### config.mk
export PLATFORM = sky130hd
export DESIGN_NAME = pgwr_ctrl
export DESIGN_NICKNAME = d
export VERILOG_FILES = /design/src/rtl/pgwr_pkg.sv /design/src/rtl/pgwr_pagebuf.sv /design/src/rtl/pgwr_seq.sv /design/src/rtl/pgwr_store.sv /design/src/rtl/pgwr_ctrl.sv
export SDC_FILE = /design/constraint.sdc
export NUM_CORES = 2
export LEC_CHECK = 0
export CORE_MARGIN = 3
export CORE_UTILIZATION = 35
export CTS_CLUSTER_SIZE = 10
export DETAILED_ROUTE_END_ITERATION = 6
export HOLD_SLACK_MARGIN = 0.05
export SETUP_SLACK_MARGIN = 0.3
export SLEW_MARGIN = 15
export SYNTH_ARGS = -nofsm -noshare
export SYNTH_HDL_FRONTEND = slang
export SYNTH_SLANG_ARGS = --single-unit
### constraint.sdc
create_clock -name clk -period 5 [get_ports clk]
set_input_delay 1 -clock clk [delete_from_list [all_inputs] [get_ports clk]]
set_output_delay 1 -clock clk [all_outputs]
set_load 0.02 [all_outputs]
### src/rtl/pgwr_pkg.sv
package pgwr_pkg;

  typedef enum logic [1:0] {RG_NONE, RG_ARR, RG_CTL, RG_STAT} region_e;
  typedef enum logic [2:0] {S_IDLE, S_DEV, S_AHI, S_ALO, S_DATA} st_e;
  typedef enum logic [1:0] {LK_SHUT, LK_ARMED, LK_OPEN} lock_e;

  // Which region a word address falls in
  function automatic region_e region_of(input logic [15:0] a, input int arr_bytes,
                                        input logic [15:0] ctl_base, input int ctl_page,
                                        input logic [15:0] stat_addr);
    if (int'(a) < arr_bytes)
      return RG_ARR;
    else if (int'(a) >= int'(ctl_base) && int'(a) < int'(ctl_base) + ctl_page)
      return RG_CTL;
    else if (a == stat_addr)
      return RG_STAT;
    return RG_NONE;
  endfunction

  // Column mask of the page that belongs to a region
  function automatic logic [15:0] page_mask(input region_e r, input int arr_page,
                                            input int ctl_page);
    case (r)
      RG_ARR:  return 16'(arr_page - 1);
      RG_CTL:  return 16'(ctl_page - 1);
      default: return 16'd0;
    endcase
  endfunction

  // Next pointer value: column + 1 modulo page, page bits kept
  function automatic logic [15:0] step_addr(input logic [15:0] a, input logic [15:0] m);
    return (a & ~m) | ((a + 16'd1) & m);
  endfunction

  // Main-array protection selected by a two-bit field
  function automatic logic guarded(input logic [15:0] a, input logic [1:0] bp,
                                   input int arr_bytes);
    case (bp)
      2'd0:    return 1'b0;
      2'd1:    return int'(a) >= (arr_bytes / 4) * 3;
      2'd2:    return int'(a) >= arr_bytes / 2;
      default: return 1'b1;
    endcase
  endfunction

endpackage

### src/rtl/pgwr_pagebuf.sv
module pgwr_pagebuf #(
  parameter int PAGE = 64,
  localparam int CW = $clog2(PAGE)
) (
  input  logic                  clk,
  input  logic                  rst_n,
  input  logic                  clr,
  input  logic                  ld_en,
  input  logic [CW-1:0]         ld_col,
  input  logic [7:0]            ld_data,
  output logic [PAGE-1:0][7:0]  pb_data,
  output logic [PAGE-1:0]       pb_vld
);

  for (genvar c = 0; c < PAGE; c++) begin : g_col
    always_ff @(posedge clk or negedge rst_n) begin
      if (!rst_n) begin
        pb_data[c] <= '0;
        pb_vld[c]  <= 1'b0;
      end else if (clr) begin
        pb_vld[c]  <= 1'b0;
      end else if (ld_en && ld_col == CW'(c)) begin
        pb_data[c] <= ld_data;
        pb_vld[c]  <= 1'b1;
      end
    end
  end

endmodule

### src/rtl/pgwr_seq.sv
module pgwr_seq
  import pgwr_pkg::*;
#(
  parameter logic [6:0]  DEV_ID    = 7'h6F,
  parameter int          BUSY_CYC  = 40,
  parameter int          ARR_BYTES = 256,
  parameter int          ARR_PAGE  = 64,
  parameter int          CTL_PAGE  = 8,
  parameter logic [15:0] CTL_BASE  = 16'h4000,
  parameter logic [15:0] STAT_ADDR = 16'h400F,
  localparam int CW = $clog2(ARR_PAGE),
  localparam int NW = $clog2(BUSY_CYC + 1)
) (
  input  logic          clk,
  input  logic          rst_n,
  input  logic          ev_start,
  input  logic          ev_stop,
  input  logic          ev_byte,
  input  logic [7:0]    rx_byte,
  input  logic          mid_byte,
  input  logic [1:0]    prot_bits,
  input  logic          ctl_open,
  output logic          ack,
  output logic          busy,
  output logic [15:0]   wptr,
  output logic          ld_en,
  output logic [CW-1:0] ld_col,
  output logic          clr,
  output logic          commit,
  output logic          stop_commit,
  output region_e       cm_region,
  output logic [15:0]   cm_base
);

  st_e           st_q;
  logic [NW-1:0] cnt_q;
  region_e       rg_q;
  logic          drop_q, got_q, ack_q;
  logic [15:0]   wptr_q, msk, nxt_addr;
  region_e       nxt_rg;
  logic          nxt_drop, live;

  assign busy   = cnt_q != '0;
  assign commit = cnt_q == NW'(1);
  assign live   = !busy;
  assign clr    = live && ev_start;
  assign stop_commit = live && !ev_start && ev_stop && st_q == S_DATA &&
                       got_q && !mid_byte && !drop_q;
  assign ld_en  = live && !ev_start && !ev_stop && ev_byte && st_q == S_DATA;
  assign msk    = page_mask(rg_q, ARR_PAGE, CTL_PAGE);
  assign ld_col = wptr_q[CW-1:0] & msk[CW-1:0];

  always_comb begin
    nxt_addr = {wptr_q[15:8], rx_byte};
    nxt_rg   = region_of(nxt_addr, ARR_BYTES, CTL_BASE, CTL_PAGE, STAT_ADDR);
    nxt_drop = (nxt_rg == RG_NONE) ||
               (nxt_rg == RG_ARR && guarded(nxt_addr, prot_bits, ARR_BYTES)) ||
               (nxt_rg == RG_CTL && !ctl_open);
  end

  always_ff @(posedge clk or negedge rst_n) begin
    if (!rst_n) begin
      st_q   <= S_IDLE;
      cnt_q  <= '0;
      rg_q   <= RG_NONE;
      drop_q <= 1'b1;
      got_q  <= 1'b0;
      ack_q  <= 1'b0;
      wptr_q <= '0;
    end else begin
      ack_q <= 1'b0;
      if (busy) begin
        cnt_q <= cnt_q - NW'(1);
      end else if (ev_start) begin
        st_q  <= S_DEV;
        got_q <= 1'b0;
      end else if (ev_stop) begin
        if (stop_commit) cnt_q <= NW'(BUSY_CYC);
        st_q <= S_IDLE;
      end else if (ev_byte) begin
        case (st_q)
          S_DEV: begin
            if (rx_byte[7:1] == DEV_ID && !rx_byte[0]) begin
              ack_q <= 1'b1;
              st_q  <= S_AHI;
            end else begin
              st_q  <= S_IDLE;
            end
          end
          S_AHI: begin
            ack_q        <= 1'b1;
            wptr_q[15:8] <= rx_byte;
            st_q         <= S_ALO;
          end
          S_ALO: begin
            ack_q  <= 1'b1;
            wptr_q <= nxt_addr;
            rg_q   <= nxt_rg;
            drop_q <= nxt_drop;
            st_q   <= S_DATA;
          end
          S_DATA: begin
            ack_q  <= 1'b1;
            got_q  <= 1'b1;
            wptr_q <= step_addr(wptr_q, msk);
          end
          default: ;
        endcase
      end
    end
  end

  assign ack       = ack_q;
  assign wptr      = wptr_q;
  assign cm_region = rg_q;
  assign cm_base   = wptr_q & ~msk;

endmodule

### src/rtl/pgwr_store.sv
module pgwr_store
  import pgwr_pkg::*;
#(
  parameter int          ARR_BYTES = 256,
  parameter int          ARR_PAGE  = 64,
  parameter int          CTL_PAGE  = 8,
  parameter logic [15:0] CTL_BASE  = 16'h4000,
  parameter logic [15:0] STAT_ADDR = 16'h400F,
  localparam int AW  = $clog2(ARR_BYTES),
  localparam int PBW = $clog2(ARR_PAGE),
  localparam int CBW = $clog2(CTL_PAGE)
) (
  input  logic                     clk,
  input  logic                     rst_n,
  input  logic                     commit,
  input  region_e                  cm_region,
  input  logic [15:0]              cm_base,
  input  logic [ARR_PAGE-1:0][7:0] pb_data,
  input  logic [ARR_PAGE-1:0]      pb_vld,
  input  logic [15:0]              peek_addr,
  output logic [7:0]               peek_data,
  output logic [1:0]               prot_bits,
  output logic                     ctl_open
);

  logic [7:0] mem [ARR_BYTES];
  logic [7:0] ctl [CTL_PAGE];
  logic [7:0] stat_q;
  lock_e      lk_q;

  always_ff @(posedge clk or negedge rst_n) begin
    if (!rst_n) begin
      for (int j = 0; j < ARR_BYTES; j++) mem[j] <= '0;
    end else if (commit && cm_region == RG_ARR) begin
      for (int j = 0; j < ARR_BYTES; j++)
        if ((16'(j) >> PBW) == (cm_base >> PBW) && pb_vld[j % ARR_PAGE])
          mem[j] <= pb_data[j % ARR_PAGE];
    end
  end

  always_ff @(posedge clk or negedge rst_n) begin
    if (!rst_n) begin
      for (int k = 0; k < CTL_PAGE; k++) ctl[k] <= '0;
    end else if (commit && cm_region == RG_CTL) begin
      for (int k = 0; k < CTL_PAGE; k++)
        if (pb_vld[k]) ctl[k] <= pb_data[k];
    end
  end

  // Two-step unlock: 02h arms, a later 06h opens, anything else shuts
  always_ff @(posedge clk or negedge rst_n) begin
    if (!rst_n) begin
      stat_q <= '0;
      lk_q   <= LK_SHUT;
    end else if (commit && cm_region == RG_STAT && pb_vld[0]) begin
      stat_q <= pb_data[0];
      if (pb_data[0] == 8'h02)
        lk_q <= LK_ARMED;
      else if (pb_data[0] == 8'h06 && lk_q != LK_SHUT)
        lk_q <= LK_OPEN;
      else
        lk_q <= LK_SHUT;
    end
  end

  always_comb begin
    case (region_of(peek_addr, ARR_BYTES, CTL_BASE, CTL_PAGE, STAT_ADDR))
      RG_ARR:  peek_data = mem[peek_addr[AW-1:0]];
      RG_CTL:  peek_data = ctl[peek_addr[CBW-1:0]];
      RG_STAT: peek_data = stat_q;
      default: peek_data = 8'h00;
    endcase
  end

  assign prot_bits = ctl[0][1:0];
  assign ctl_open  = lk_q == LK_OPEN;

endmodule

### src/rtl/pgwr_ctrl.sv
module pgwr_ctrl
  import pgwr_pkg::*;
#(
  parameter logic [6:0]  DEV_ID    = 7'h6F,
  parameter int          BUSY_CYC  = 40,
  parameter int          ARR_BYTES = 256,
  parameter int          ARR_PAGE  = 64,
  parameter int          CTL_PAGE  = 8,
  parameter logic [15:0] CTL_BASE  = 16'h4000,
  parameter logic [15:0] STAT_ADDR = 16'h400F,
  localparam int CW = $clog2(ARR_PAGE)
) (
  input  logic        clk,
  input  logic        rst_n,
  input  logic        ev_start,
  input  logic        ev_stop,
  input  logic        ev_byte,
  input  logic [7:0]  rx_byte,
  input  logic        mid_byte,
  output logic        ack,
  output logic        busy,
  output logic [15:0] wptr,
  input  logic [15:0] peek_addr,
  output logic [7:0]  peek_data
);

  logic [1:0]               prot_bits;
  logic                     ctl_open, ld_en, clr, commit, stop_commit;
  logic [CW-1:0]            ld_col;
  region_e                  cm_region;
  logic [15:0]              cm_base;
  logic [ARR_PAGE-1:0][7:0] pb_data;
  logic [ARR_PAGE-1:0]      pb_vld;

  pgwr_seq #(
    .DEV_ID(DEV_ID), .BUSY_CYC(BUSY_CYC), .ARR_BYTES(ARR_BYTES), .ARR_PAGE(ARR_PAGE),
    .CTL_PAGE(CTL_PAGE), .CTL_BASE(CTL_BASE), .STAT_ADDR(STAT_ADDR)
  ) u_seq (
    .clk(clk), .rst_n(rst_n), .ev_start(ev_start), .ev_stop(ev_stop),
    .ev_byte(ev_byte), .rx_byte(rx_byte), .mid_byte(mid_byte),
    .prot_bits(prot_bits), .ctl_open(ctl_open), .ack(ack), .busy(busy),
    .wptr(wptr), .ld_en(ld_en), .ld_col(ld_col), .clr(clr), .commit(commit),
    .stop_commit(stop_commit), .cm_region(cm_region), .cm_base(cm_base)
  );

  pgwr_pagebuf #(.PAGE(ARR_PAGE)) u_buf (
    .clk(clk), .rst_n(rst_n), .clr(clr), .ld_en(ld_en), .ld_col(ld_col),
    .ld_data(rx_byte), .pb_data(pb_data), .pb_vld(pb_vld)
  );

  pgwr_store #(
    .ARR_BYTES(ARR_BYTES), .ARR_PAGE(ARR_PAGE), .CTL_PAGE(CTL_PAGE),
    .CTL_BASE(CTL_BASE), .STAT_ADDR(STAT_ADDR)
  ) u_store (
    .clk(clk), .rst_n(rst_n), .commit(commit), .cm_region(cm_region),
    .cm_base(cm_base), .pb_data(pb_data), .pb_vld(pb_vld),
    .peek_addr(peek_addr), .peek_data(peek_data), .prot_bits(prot_bits),
    .ctl_open(ctl_open)
  );

endmodule

## After elaboration in Yosys (flattened, before gate mapping)

Cells that the tools add are included.

- Equality and inequality tests: 89
- Divide/modulo/power cells: 0
- Magnitude comparators: 10
- Bitwise operators: 11
- Reduce and logical (&&, ||, !) cells: 762
- Mux-type cells: 174
- Shifts and indexed selects: 0
- Multiply operators: 0
- Add/sub/neg operators: 2

Operators with widths:

| cell | count |
|---|---|
| $reduce_and A2 Y1 | 328 |
| $logic_and A1 B1 Y1 | 340 |
| $eq A6 B6 Y1 const B | 32 |
| $mux W1 | 143 |
| $reduce_bool A2 Y1 | 71 |
| $eq A6 B5 Y1 const B | 16 |
| $bmux W8 S8 | 1 |
| $eq A6 B4 Y1 const B | 8 |
| $eq A16 B15 Y1 const B | 2 |
| $ge A16 B15 Y1 const B | 2 |
| $ge A16 B8 Y1 const B | 2 |
| $lt A16 B15 Y1 const B | 2 |
| $lt A16 B9 Y1 const B | 2 |
| $mux W8 | 4 |
| $pmux W8 S2 | 2 |
| $bmux W8 S3 | 1 |
| $eq A6 B3 Y1 const B | 4 |
| $mux W6 | 4 |
| $pmux W8 S3 | 1 |
| $mux W2 | 11 |
| $eq A2 B10 Y1 const A | 2 |
| $add A16 B1 Y16 const B | 1 |
| $and A16 B16 Y16 | 1 |
| $and A16 B6 Y16 | 1 |
| 39 further kinds | 67 |

- Output and inout bits: 26
- Memories kept: 0
- Bits in read-only memories: 0
- Input bits: 30
- Bits in registers: 2728
- RAM bits: 0
- Logic and storage cells: 1450
- Latch bits: 0

## Depth between registers and ports, before layout

- Depth in word-level cells: 12
- Mapped depth: 13
- Gate-level depth less buffers: 9

## Hierarchy

Synthesis repeated with hierarchy kept, for this count alone.

- Cells, all modules: 7688
- Area, all modules: 120091.4 sq um

Modules (own cells, without submodules):

| module | sequential area each (sq um) | cells each | area an instance (sq um) | times used |
|---|---|---|---|---|
| pgwr_store | 53100.9 | 6103 | 96363.7 | 1 |
| pgwr_pagebuf | 14413.8 | 1388 | 21899.8 | 1 |
| pgwr_seq | 752.0 | 197 | 1828.0 | 1 |

## Worst setup path before layout

No wires, ideal clock.

- Kind: input-to-output
- Start: input port peek_addr[1]
- End: output port peek_data[1]
- Stages: 10
- Slack: 631 ps
- Required time: 4000 ps
- Arrival time: 3369 ps
- Cells stage by stage: buf_2 > buf_2 > buf_2 > clkbuf_1 > buf_2 > nand2_1 > nand3_1 > a32o_1 > a211oi_1 > o311ai_0

- Word-level cells in the longest chain between the ends: 7

RTL lines:

| item | RTL line | RTL |
|---|---|---|
| from (decl) | pgwr_ctrl.sv:23 | `input logic [15:0] peek_addr,` |
| $ge A16 B15 Y1, or another cell as far along | pgwr_pkg.sv:13 | `else if (int'(a) >= int'(ctl_base) && int'(a) < int'(ctl_base) + ctl_page)` |
| $logic_and A1 B1 Y1 / $mux W1 (equally long branches) | pgwr_pkg.sv:13, pgwr_pkg.sv:15 |  |
| $mux W2 / $mux W1 (equally long branches) | pgwr_pkg.sv:13 |  |
| $mux W2 / $mux W1 (equally long branches) | pgwr_pkg.sv:11 | `if (int'(a) < arr_bytes)` |
| $mux W2 | pgwr_pkg.sv:17 | `return RG_NONE;` |
| $eq A2 B2 Y1 / $eq A2 B1 Y1 (equally long branches) | pgwr_store.sv:67 | `case (region_of(peek_addr, ARR_BYTES, CTL_BASE, CTL_PAGE, STAT_ADDR))` |
| $pmux W8 S3 (*) | pgwr_store.sv:67 |  |
| to (decl) | pgwr_ctrl.sv:24 | `output logic [7:0] peek_data` |

Every way passes the cells marked *; elsewhere a longest branch is shown, timed or not. The select of a mux whose other input is x is not followed.

## Worst setup path in the final report

- Start: input port peek_addr[0]
- End: output port peek_data[0]

Same word-level chain as after synthesis.

==> impl_metrics.env <==
export IMPL_r2r_start="u_seq.cnt_q[2]"
export IMPL_crit_start="peek_addr[0]"
export IMPL_skew_ns=0.0472
export IMPL_numCtsBuffers=319
export IMPL_antenna_found_initial=16
export IMPL_clk_path_buf_depth=4
export IMPL_nets=8335
export IMPL_startpoint_type="primary input"
export IMPL_viasPerCell=5.82
export IMPL_multiInputGateArea_sq_um=51600
export IMPL_drv_cap=0
export IMPL_ys_warnings_count=0
export IMPL_dp_hpwl_um=302000
export IMPL_fp_coreArea_sq_um=344000
export IMPL_cts_root_buf="clkbuf_16"
export IMPL_min_path_type="flop to flop"
export IMPL_rsz0062_at_grt="true"
export IMPL_synthTopCellsByArea="dfrtp_1 (56%), mux2_2 (24%), mux4_2 (9.5%)"
export IMPL_gp_congestion=1.01
export IMPL_portBuffers=55
export IMPL_grt_max_degree=170
export IMPL_syn_area_per_cell_sq_um=15.9
export IMPL_wire_per_inst_um=33.6
export IMPL_ys_types=81
export IMPL_vias=75167
export IMPL_syn_inst=7600
export IMPL_utilization=0.411
export IMPL_vdd_drop_max_uv=270
export IMPL_initial_core_util=0.352
export IMPL_p_leak_nw=67.1
export IMPL_overflow=0
export IMPL_critPathRequiredTime_ns=4.00
export IMPL_firstDrtPassIters=6
export IMPL_violations="setup timing"
export IMPL_tns_ns=-0.405
export IMPL_htree_num_levels=5
export IMPL_synth_seq_cells=2728
export IMPL_wl_um=435000
export IMPL_clk_pin_slew_ns=0.06
export IMPL_fill_cells=30961
export IMPL_cp_arrival_ns=4.12
export IMPL_area_growth_synth_to_final_pct=16.7
export IMPL_rows=215
export IMPL_first_iter_violations=7464
export IMPL_power_density_nw_per_um2=318
export IMPL_die_height_um=594
export IMPL_layout_area_seq_sq_um=68300
export IMPL_cts_tree="built"
export IMPL_async_reset_ff_frac=1.00
export IMPL_final_min_clock_period_ns=5.12
export IMPL_die_w_um=594
export IMPL_grt_pass1_wl_um=616000
export IMPL_insertion_delay_ns=0.89
export IMPL_hold_viol_final=0
export IMPL_grtUsageTotal=0.243
export IMPL_synth_top_cell_area_share=0.563
export IMPL_maxSlewHeadroom=0.143
export IMPL_first_global_vias=78234
export IMPL_io_pins=56
export IMPL_cts_num_sinks=2728
export IMPL_min_from="u_store.mem[1702]"
export IMPL_synth_main_ff_cell="dfrtp_1"
export IMPL_fin_crit_sh=1.02
export IMPL_setup_violations=6
export IMPL_drv_slew=0
export IMPL_tightest_slew_ns=1.29
export IMPL_yosysTopAreaCell="dfrtp_1"
export IMPL_netlist_area_sq_um=121000
export IMPL_drc=0
export IMPL_drive_gt1_frac=0.548
export IMPL_crit_type="primary input to output pin"
export IMPL_path_max_fanout=7
export IMPL_fmax_mhz=195
export IMPL_status="complete, but fails checks"
export IMPL_ant_nets=0
export IMPL_end_kind="output pin"
export IMPL_dieArea_sq_um=353000
export IMPL_synth_edf_count=0
export IMPL_synth_nets=7639
export IMPL_fin_ws_ns=-0.121
export IMPL_ys_seq_area_frac=0.564
-- final timing paths --
kind	end	slack (ns)	cells after the start
setup / recovery	peek_data[0]	-0.12	14
hold / removal	u_store.mem[1702]	0.48	1
setup reg to reg	u_store.mem[415]	0.84	6
hold reg to reg	u_store.mem[1702]	0.48	1
max in group asynchronous	u_buf.pb_data[8]	2.46	3
min in group asynchronous	u_store.mem[280]	0.68	2
-- layout by cell type, fill, tap and decap left out, types with 11 or more instances in the layout --
cell type and count:
nand2_2 39, dfrtp_1 2727, buf_8 11, nor2_1 65
a221oi_1 14, mux2i_1 145, a21o_1 36, a22oi_1 37
a21oi_1 74, o22ai_1 27, nor2_2 170, mux2_2 2593
o21ai_0 37, buf_16 20, mux4_2 510, nand2_1 316
nor2_8 60, clkbuf_16 329, buf_12 90, nand3_1 32
clkbuf_1 36, o221ai_1 27, a31oi_1 12, nand3_2 62
clkdlybuf4s50_1 32, nor3_1 12, mux2_4 49, buf_4 502
buf_6 23
-- worst max-delay path, cell delays in order --
cell      delay, ns
buf_16         0.15
buf_16         0.17
buf_16         0.15
buf_4          0.14
buf_4          0.14
mux4_2         0.41
o22ai_1        0.10
o21ai_1        0.18
buf_4          0.16
o211ai_1       0.24
and3_1         0.25
o211ai_1       0.62
buf_4          0.24
buf_12         0.10
-- registers in the layout, indices dropped and copies added, names as in the netlist, named ones only --
register / flops
u_seq.got_q: 1
u_seq.wptr: 11
u_store.lk_q: 2
u_store.ctl: 62
u_buf.pb_data: 512
u_seq.st_q: 3
u_buf.pb_vld: 64
u_seq.cm_region: 2
u_seq.ack: 1
u_store.stat_q: 8
u_store.prot_bits: 2
u_store.mem: 2048
u_seq.drop_q: 1
u_seq.cnt_q: 6
-- cell usage after synthesis (34+ instances only) --
master and instances:
a21o_1 37, buf_2 71, mux2_4 48, mux2_2 2594, nand3_2 60, mux4_2 510, nor2_1 70, dfrtp_1 2727
nand3_1 35, a21oi_1 83, nor2_8 60, mux2i_1 153, nor2_2 166, a22oi_1 40, o21ai_0 50, nand2_1 326
buf_4 34, clkbuf_1 133
-- cells by family after synthesis --
| logic type | count (synthesis) | synth area share |
|---|---|---|
| xor+xnor | 4 | 0.000289 |
| mux | 3306 | 0.355 |
| simple gates | 853 | 0.0447 |
| fa+ha+maj | 9 | 0.000930 |
| buf+inv | 325 | 0.0149 |
| compound gates | 375 | 0.0211 |
| flops | 2728 | 0.564 |
-- power by group --
group	switching (W)	internal, W	total (W)
Combinational	0.00139	0.000640	0.00203
Sequential	0.00000329	0.0221	0.0221
Clock	0.00896	0.0118	0.0208
-- stage by stage --
stage	power (W)	cell area [sq um]	hold WS [ns]	setup slack, ns	cells
after floorplan	0.0232	121000	0.442	0.631	7600
after global placement	0.0243	131000	0.464	-0.896	12430
after detailed placement	0.0244	131000	0.474	-0.808	12431
after CTS	0.0452	141000	0.0720	-0.0405	12898
after global routing	0.0462	141000	0.502	-0.0838	12920
final	0.0449	141000	0.484	-0.121	12926
-- per-layer routing --
metal | track usage | part of all wire
met1 | 0.330 | 0.42
met2 | 0.373 | 0.45
met3 | 0.0560 | 0.080
met4 | 0.102 | 0.049
met5 | 0 | 0
-- final cells by class --
class                   count  share of cell area
inverters                  14            0.000425
flip-flops and latches   2728               0.483
well taps                4557              0.0403
multi-input cells        4547               0.365
repair buffers            686              0.0498
clock inverters            17             0.00182
diodes                      7            0.000124
clock buffers             370              0.0595
-- timing repair --
| action | 4_1_cts | 5_1_grt |
|---|---|---|
| setup endpoints to repair | 8 | 8 |
| resized for setup | 138 | 54 |
| pin swaps | 24 | 25 |
| endpoints found under the hold margin | 0 | 12 |
| buffers inserted | 74 | 18 |
| hold buffers | 0 | 1 |
| cloned | 6 | 2 |
Power figures use the tool's default switching activity.
